<file path="src/rtl/vend_pkg.sv">
package vend_pkg;

    localparam int UNIT_CENTS     = 5;
    localparam int PRICE_UNITS    = 4;
    localparam int MAX_COIN_UNITS = 5;
    localparam int CREDIT_W       = $clog2(PRICE_UNITS);
    localparam int SUM_W          = $clog2(PRICE_UNITS + MAX_COIN_UNITS);
    localparam int CHANGE_W       = $clog2(MAX_COIN_UNITS + 1);

    typedef enum logic [1:0] {
        COIN_NONE    = 2'b00,
        COIN_FIVE    = 2'b01,
        COIN_TEN     = 2'b10,
        COIN_QUARTER = 2'b11
    } coin_e;

    typedef struct packed {
        logic                vend;
        logic [CHANGE_W-1:0] change;
    } payout_t;

    function automatic logic [SUM_W-1:0] coin_units(input coin_e c);
        case (c)
            COIN_FIVE:    coin_units = SUM_W'(1);
            COIN_TEN:     coin_units = SUM_W'(2);
            COIN_QUARTER: coin_units = SUM_W'(MAX_COIN_UNITS);
            default:      coin_units = '0;
        endcase
    endfunction

endpackage

</file>
<file path="src/rtl/vend_coin_value.sv">
module vend_coin_value
    import vend_pkg::*;
(
    input  logic             coin_valid,
    input  coin_e            coin_code,
    output logic [SUM_W-1:0] units
);
    always_comb begin
        units = coin_valid ? coin_units(coin_code) : '0;
    end
endmodule

</file>
<file path="src/rtl/vend_settle.sv">
module vend_settle
    import vend_pkg::*;
(
    input  logic                rst,
    input  logic [CREDIT_W-1:0] credit,
    input  logic [SUM_W-1:0]    units,
    output payout_t             pay,
    output logic [CREDIT_W-1:0] next_credit
);
    logic [SUM_W-1:0] total;
    logic             reached;

    always_comb begin
        total   = SUM_W'(credit) + units;
        reached = (total >= SUM_W'(PRICE_UNITS));
        pay     = '0;
        if (!rst && reached) begin
            pay.vend   = 1'b1;
            pay.change = CHANGE_W'(total - SUM_W'(PRICE_UNITS));
        end
        next_credit = reached ? '0 : total[CREDIT_W-1:0];
    end
endmodule

</file>
<file path="src/rtl/vend_credit_reg.sv">
module vend_credit_reg
    import vend_pkg::*;
(
    input  logic                clk,
    input  logic                rst,
    input  logic [CREDIT_W-1:0] next_credit,
    output logic [CREDIT_W-1:0] credit
);
    always_ff @(posedge clk) begin
        if (rst) credit <= '0;
        else     credit <= next_credit;
    end


    reset_clears_credit_chk: assert property (@(posedge clk) rst |=> credit == '0);
endmodule

</file>
<file path="src/rtl/vend_controller.sv">
module vend_controller
    import vend_pkg::*;
(
    input  logic                clk,
    input  logic                rst,
    input  logic                coin_valid,
    input  logic [1:0]          coin_code,
    output logic                vend,
    output logic [CHANGE_W-1:0] change
);
    logic [SUM_W-1:0]    units;
    logic [CREDIT_W-1:0] credit;
    logic [CREDIT_W-1:0] next_credit;
    payout_t             pay;

    vend_coin_value u_value (
        .coin_valid (coin_valid),
        .coin_code  (coin_e'(coin_code)),
        .units      (units)
    );

    vend_settle u_settle (
        .rst         (rst),
        .credit      (credit),
        .units       (units),
        .pay         (pay),
        .next_credit (next_credit)
    );

    vend_credit_reg u_credit (
        .clk         (clk),
        .rst         (rst),
        .next_credit (next_credit),
        .credit      (credit)
    );

    assign vend   = pay.vend;
    assign change = pay.change;


    vend_clears_credit_chk: assert property (@(posedge clk) disable iff (rst)
        vend |=> credit == '0);


    credit_accumulates_chk: assert property (@(posedge clk) disable iff (rst)
        (units != '0 && !vend) |=> int'(credit) == int'($past(credit)) + int'($past(units)));


    invalid_no_payout_chk: assert property (@(posedge clk) disable iff (rst)
        !coin_valid |-> (!vend && change == '0));


    change_needs_vend_chk: assert property (@(posedge clk) disable iff (rst)
        change != '0 |-> vend);


    change_bound_chk: assert property (@(posedge clk) disable iff (rst)
        vend |-> change <= CHANGE_W'(MAX_COIN_UNITS - 1));
endmodule

</file>
<file path="config.mk">
export PLATFORM = sky130hd
export DESIGN_NAME = vend_controller
export DESIGN_NICKNAME = d
export VERILOG_FILES = /design/src/rtl/vend_pkg.sv /design/src/rtl/vend_coin_value.sv /design/src/rtl/vend_settle.sv /design/src/rtl/vend_credit_reg.sv /design/src/rtl/vend_controller.sv
export SDC_FILE = /design/constraint.sdc
export NUM_CORES = 1
export LEC_CHECK = 0
export ABC_AREA = 0
export ABC_CLOCK_PERIOD_IN_PS = 1710
export CAP_MARGIN = 20
export CORE_AREA = 4 4 41 43
export DETAILED_ROUTE_END_ITERATION = 10
export DIE_AREA = 0 0 45 47
export DONT_BUFFER_PORTS = 1
export GPL_ROUTABILITY_DRIVEN = 0
export PLACE_DENSITY = 0.3
export SETUP_SLACK_MARGIN = 0.02
export SYNTH_ARGS = -nofsm -noshare
export SYNTH_HDL_FRONTEND = slang
export SYNTH_SLANG_ARGS = --single-unit
export TNS_END_PERCENT = 30
</file>
<file path="constraint.sdc">
create_clock -name clk -period 1.71 [get_ports clk]
set_input_delay 0 -clock clk [delete_from_list [all_inputs] [get_ports clk]]
set_output_delay 0 -clock clk [all_outputs]
set_load 0.005 [all_outputs]
</file>
* After elaboration in Yosys (flattened, before gate mapping) *
Cells that the tools add are included.

operators by class
  order comparisons = 1
  eq/ne operators = 3
  reduce and logical (&&, ||, !) cells = 3
  mux-type cells = 3
  $add $sub $neg = 2

operators with widths
  operator             count
  $pmux 3 s3           1
  $add 2x3->4          1
  $eq 2x2->1 const B   2
  $ge 4x3->1 const B   1
  $mux 4               1
  $mux 3               1
  $sub 3x3->3 const B  1
  $eq 2x1->1 const B   1
  $reduce_or 2->1      1
  $logic_and 1x1->1    1
  $logic_not 1->1      1

storage, ports and cells
  word-level logic and storage cells = 13
  register bits after elaboration = 2
  output and inout bits = 4

* Logic depth before layout (Yosys ltp) *
Gate-level depths: netlist (run 1).

  depth after elaboration = 7
  gate-level depth with buffers = 6
  depth with buffers taken out = 6

* Hierarchy *
Synthesis (run 1) repeated with hierarchy kept, for this count alone.

second synthesis, totals
  cells, all modules = 32
  area total of the unflattened synthesis = 296.5 µm²

modules (own cells, without submodules)
  module           seq. area each (µm²)  times used  area an instance (µm²)  cells each
  vend_settle      0.0                   1           209.0                   23
  vend_credit_reg  40.0                  1           52.6                    4
  vend_coin_value  0.0                   1           35.0                    5

* Worst setup path before layout (run 1) *
Ideal clock, no wire load.

  path kind = register -> register
  start = register u_credit.credit[0]
  end = register u_credit.credit[0]
  data arrival time = 1,341 ps
  data required time = 1,650 ps
  cell stages (with the launch flop) = 6
  setup time = 60 ps
  clock period less this slack = 1,400 ps
  path slack = 310 ps
  cells stage by stage = dfxtp_1 ha_1 fa_1 a31o_2 o21ai_2 and3b_1

between the ends
  cells in the longest elaborated chain, start to end = 3

RTL lines
  element                           line                   text
  from (decl)                       vend_credit_reg.sv:7   output logic [CREDIT_W-1:0] credit
  from (signal assigned)            vend_credit_reg.sv:11  else credit <= next_credit;
  $add 2x3->4 *                     vend_settle.sv:14      total = SUM_W'(credit) + units;
  $ge 4x3->1                        vend_settle.sv:15      reached = (total >= SUM_W'(PRICE_UNITS));
  $reduce_or 2->1 (no source line)  -

Mark *: on every way between the ends. The rest lies on a longest branch, timed or not.
A chain may end at the register's enable or synchronous reset.

* Worst setup path after layout (run 1) *
  start = register u_credit.credit[0]
  end = output port change[1]

between the ends
  cells in the longest elaborated chain, start to end = 4
  elaborated cells between the ends (all ways) = 5

RTL lines
  element            line                  text
  $add 2x3->4 *      vend_settle.sv:14
  $ge 4x3->1         vend_settle.sv:15
  $logic_and 1x1->1  vend_settle.sv:17     if (!rst && reached) begin
  $mux 4 *           vend_settle.sv:17
  to (decl)          vend_controller.sv:9  output logic [CHANGE_W-1:0] change

Marks and branches as above.

==> results of run 1 <==
## report_power, final
part / leakage [nW] / total (mW) / switching (mW) / internal [mW]
clock network: 0.0138 / 0.106 / 0.0281 / 0.0775
logic: 0.0881 / 0.0256 / 0.0108 / 0.0147
registers: 0.0164 / 0.0530 / 0.00215 / 0.0509
total: 0.118 / 0.184 / 0.0410 / 0.143
## layout make-up
class                   count  share of cell area [%]
multi-input cells          16                   62.37
flip-flops and latches      2                   16.49
clock buffers               3                   9.278
well taps                  15                   7.732
repair buffers              1                   4.124
## per-stage QoR
stage	std cells	cell area [um^2]	hold WS, ns
2_1_floorplan	18	181.4	0.03110
3_3_place_gp	33	200.2	0.03734
3_5_place_dp	33	200.2	0.03461
4_1_cts	37	232.7	0.03435
5_1_grt	37	242.7	0.03303
6_report	37	242.7	0.02740
## routing by layer
metal	routed length, um	vias to the layer above	part of all wire (%)	GRT usage (%)
li1	-	77	-	-
met4	22	0	5.0	8.772
met1	159	73	36	5.000
met5	0	-	0	0
met3	43	2	9.9	4.215
met2	211	9	48	8.192
## final timing paths
kind	to	slack, ns
worst min register to register	u_credit.credit[0]	0.61
worst min-delay path	change[1]	0.03
worst max register to register	u_credit.credit[1]	0.21
worst max-delay path	change[1]	0.15
## worst max-delay path: cells and delay by family (launching register included)
family / cells / cell delay [ns]
AO/OA/AOI/OAI: 1 / 0.10
adder cells (fa/ha/maj): 2 / 0.61
flip-flops: 1 / 0.29
AND/OR/NAND/NOR: 2 / 0.34
## kinds of logic (layout without fill, tap and decap cells)
family,after synthesis,after routing
flops,2,2
simple gates,10,10
compound gates,3,3
buf+inv,0,4
fa+ha+maj,3,3
## timing repair
action,in CTS,in global routing
endpoints found under the setup margin,0,2
endpoints found under the hold margin,2,0
gates resized for setup,0,2
hold buffers,1,0
## synthesized netlist by cell type (all sizes together)
| cell | n | share of area [%] |
|---|---|---|
| nor2 | 2 | 4.1 |
| o21ai | 1 | 4.8 |
| a31o | 1 | 4.8 |
| ha | 2 | 14 |
| nand2 | 1 | 2.1 |
| nor3b | 3 | 12 |
| a21o | 1 | 4.1 |
| fa | 1 | 11 |
| and3b | 2 | 9.7 |
| and2 | 1 | 4.1 |
| dfxtp | 2 | 22 |
| nand4 | 1 | 6.9 |
## placed cells by master, fill, tap and decap left out
cell type	count
nor3b_2	2
clkbuf_4	3
fa_1	1
nand4_2	1
ha_1	2
and2_2	1
o21ai_2	1
nor3b_1	1
nand2_1	1
and3b_1	2
dfxtp_1	2
nor2_1	2
a21o_1	1
a31o_2	1
dlygate4sd3_1	1
==> results.toml, run 1 <==
[synthesis]
yosys.cell_types.count = 12
avgSynthCellArea_um2 = 10.08
synth_mux_area_share_pct = 0
ys_ff_latch = 2
seq_area_frac_synth_pct = 22.07
synth_compound_area_share_pct = 13.79
synth_top_family_by_area = "simple AND/OR/NAND/NOR gates"
synth.net_count = 26
synth_xor_area_share_pct = 0
netlist_instances = 18
yosys.area_share.simple_pct = 39.31
syn_area_um2 = 181.4
yosys_warnings = 0
synthAdderAreaFrac_pct = 24.83

[final_layout]
largest_register_ffs = 2
seq_area_um2 = 40.04
top_regs = "u_credit.credit (2)"
fillers = 160
utilization_pct = 18.65
max_flop_register = "u_credit.credit"
fin_nets = 32
diodes = 0
area_growth_pct = 33.79
multi_input_area_um2 = 151.4
drive_gt1_share_pct = 40.91

[route]
ant_nets = 0
avgRoutedWirePerCell_um = 11.78
dr.pass1.iters = 2
dr_total_vias = 161
wirelength_um = 436
drt_iter0_drc = 1
drcViolationCount = 0
avgViaCountPerCell = 4.351

[pwr]
ir_worst_vdd_mv = 0.1722
p_leak_nw = 0.1183
total_power_mw = 0.1842
pwr_density_cell_nw_per_um2 = 758.7

[run]
drv_cap = 0

[sta]
rsz0062_at_grt = "true"
tightestPinTransition_ns = 0.2351
skew_ns = 0.002671
setup_viol = 0
hold_viol_final = 0
setup_ws_ns = 0.1455
fin_crit_ns = 1.565
setup_tns_ns = 0
min_period_over_period_pct = 91.49
slew_headroom_pct = 84.30
fmax_mhz = 639.2
final_max_slew_viol_count = 0

[clocking]
clk_latency_ns = 0.23
cts_root_buffer = "clkbuf_4"
cts_setup_buffers = 0
cts_max_level = 1
path_clk_slew_ns = 0.03
tritoncts = "done"
cts_sinks = 2
clockBufferDepth = 2
cts_buffers = 3

[floorplan]
die_y_um = 47
dieArea_um2 = 2115
die_w_um = 45
start_util_pct = 13.94
io_pins = 9
core_um2 = 1301
core.rowCount = 13

[global_route]
antenna_found_initial = 0
grt_max_degree = 6
grt-ovfl-total = 0
grt_pass1_vias = 185
grt_pass1_wl_um = 772
grt.total_usage_pct = 6.082

[run_status]
status = "finished clean"

[min_path]
worstHoldStart = "rst"
holdCritPathClass = "in -> out"
holdPathStages = 1

[worst_setup_path]
reg2reg_depth = 5
path_cells = "ha_1 -> fa_1 -> nand4_2 -> o21ai_2 -> nor3b_2"
worst_ep_required_time_ns = 1.71
reg2reg_from = "u_credit.credit[0]"
start_kind = "flop"
worstPathArrival_ns = 1.56
crit_path_max_incr_delay_ns = 0.40
worstSetupEndpointType = "primary output"
critPathMaxFanout = 5
path_class = "reg -> out"
crit_path_top_delay_cell = "fa_1"
cp-startpoint = "u_credit.credit[0]"

[place]
io_buffers = 0
place_ws_ns = 0.2266
No activity file was read; power rests on OpenSTA's default activity.
==> run 2, diff against run 1 <==
ABC_CLOCK_PERIOD_IN_PS = 1460   (was 1710)
clock period = 1.46 ns   (was 1.71 ns; I/O delays follow)
==> results.toml, run 2 (synthesized netlist as in run 1, its figures left out) <==
[run_status]
status = "finished clean"

[final_layout]
postLayoutCellArea_um2 = 286.5
top_regs = "u_credit.credit (2)"
drive_gt1_share_pct = 59.09
layout_commonest_cell = "clkbuf_4"
fin_nets = 32
max_flop_register = "u_credit.credit"
final_cell_mix = "clkbuf_4, nor3b_2, and3b_1"
area_growth_pct = 57.93
multi_input_area_um2 = 193.9
fillers = 153
seq_area_um2 = 41.29
stdcell_count = 37
diodes = 0
largest_register_ffs = 2

[sta]
rsz0062_at_grt = "true"
hold_viol_final = 0
final_max_slew_viol_count = 0
fmax_mhz = 690.0
skew_ns = 0.005252
tightestPinTransition_ns = 0.2561
fin_crit_ns = 1.449
setup_viol = 0
slew_headroom_pct = 82.89
min_period_over_period_pct = 99.27

[global_route]
grt_max_degree = 6
antenna_found_initial = 0
grt_pass1_wl_um = 745
grt-ovfl-total = 0
grt_pass1_vias = 200
grt.total_usage_pct = 5.521

[clocking]
clk_latency_ns = 0.22
path_clk_slew_ns = 0.03
cts_max_level = 1
cts_buffers = 3
cts_sinks = 2
tritoncts = "done"
clockBufferDepth = 2
cts_root_buffer = "clkbuf_4"

[route]
drcViolationCount = 0
ant_nets = 0
drt_iter0_drc = 0
avgViaCountPerCell = 4.135
dr.pass1.iters = 1
dr_total_vias = 153
wl_met1_um = 171
avgRoutedWirePerCell_um = 11.22
routed.top_layer = "met3"
wl_met2_um = 227
route.met3.wl_um = 16
wirelength_um = 415

[min_path]
holdCritPathClass = "in -> out"
hold_end = "vend"
holdPathStages = 1
worstHoldStart = "rst"

[run]
drv_cap = 0

[place]
dp.cells = 33
dpl-instance-area_um2 = 200.2
io_buffers = 0

[worst_setup_path]
r2r_end = "u_credit.credit[0]"
path_class = "reg -> out"
worstPathArrival_ns = 1.45
reg2reg_from = "u_credit.credit[0]"
worstSetupEndpointType = "primary output"
reg2reg_depth = 5
rrSetupSlack_ns = 0.07
start_kind = "flop"
worst_ep_required_time_ns = 1.46
critPathMaxFanout = 5

[floorplan]
core.rowCount = 13
dieArea_um2 = 2115
start_util_pct = 13.94
die_y_um = 47
core_um2 = 1301
die_w_um = 45
io_pins = 9

[pwr]
ir_worst_vdd_mv = 0.2401
p_leak_nw = 0.1149
pwr_density_cell_nw_per_um2 = 760.5
==> run 2: stage by stage <==
stage	setup TNS (ns)	total power, mW	worst slack (ns)	util (%)	hold slack [ns]
3_3_place_gp	-0.03068	0.08957	-0.01652	15.38	0.03758
6_report	0	0.2179	0.01068	22.02	0.02420
3_5_place_dp	-0.06126	0.08986	-0.03245	15.38	0.03573
2_1_floorplan	0	0.08358	0.05956	-	0.03110
5_1_grt	-0.1090	0.2365	-0.06377	22.02	0.02842
4_1_cts	-0.1424	0.2245	-0.05353	22.02	0.02489
==> run 2: timing repair <==
item | 4_1_cts | 5_1_grt
pin swaps | 7 | 2
setup endpoints to repair | 5 | 5
gates cloned | 0 | 0
setup buffers | 0 | 0
endpoints found under the hold margin | 2 | 0
resized for setup | 10 | 0
hold buffers | 1 | 0
==> run 2: where the power goes <==
group | leakage, nW | switching, mW | internal, mW
logic | 0.0843 | 0.0144 | 0.0215
registers | 0.0168 | 0.00364 | 0.0601
clock network | 0.0138 | 0.0278 | 0.0904
==> run 2: worst max-delay path: stages, from the launching register on <==
cell and delay, ns:
dfxtp_2 0.31, ha_4 0.15, fa_2 0.37, a31o_4 0.23, o21ai_4 0.09, nor3b_2 0.08
==> run 2: final cells by class <==
type                            count  area share, %
Multi-Input combinational cell     16          67.69
Sequential cell                     2          14.41
Clock buffer                        3          7.860
Tap cell                           15          6.550
Timing Repair Buffer                1          3.493
==> run 2: per-layer routing <==
layer / track usage, % / vias up
met2: 8.192 / 5
met4: 8.772 / 0
met3: 3.065 / 0
met5: 0 / -
met1: 4.072 / 73
li1: - / 75
==> run 2: how the worst max path moves through the flow <==
stage	start	endpoint	slack, ns
2_1_floorplan	u_credit.credit[0]	u_credit.credit[0]	0.06
3_3_place_gp	u_credit.credit[0]	u_credit.credit[1]	-0.02
3_5_place_dp	u_credit.credit[0]	u_credit.credit[0]	-0.03
4_1_cts	u_credit.credit[0]	change[1]	-0.05
5_1_grt	u_credit.credit[0]	change[1]	-0.06
6_report	u_credit.credit[0]	change[1]	0.01
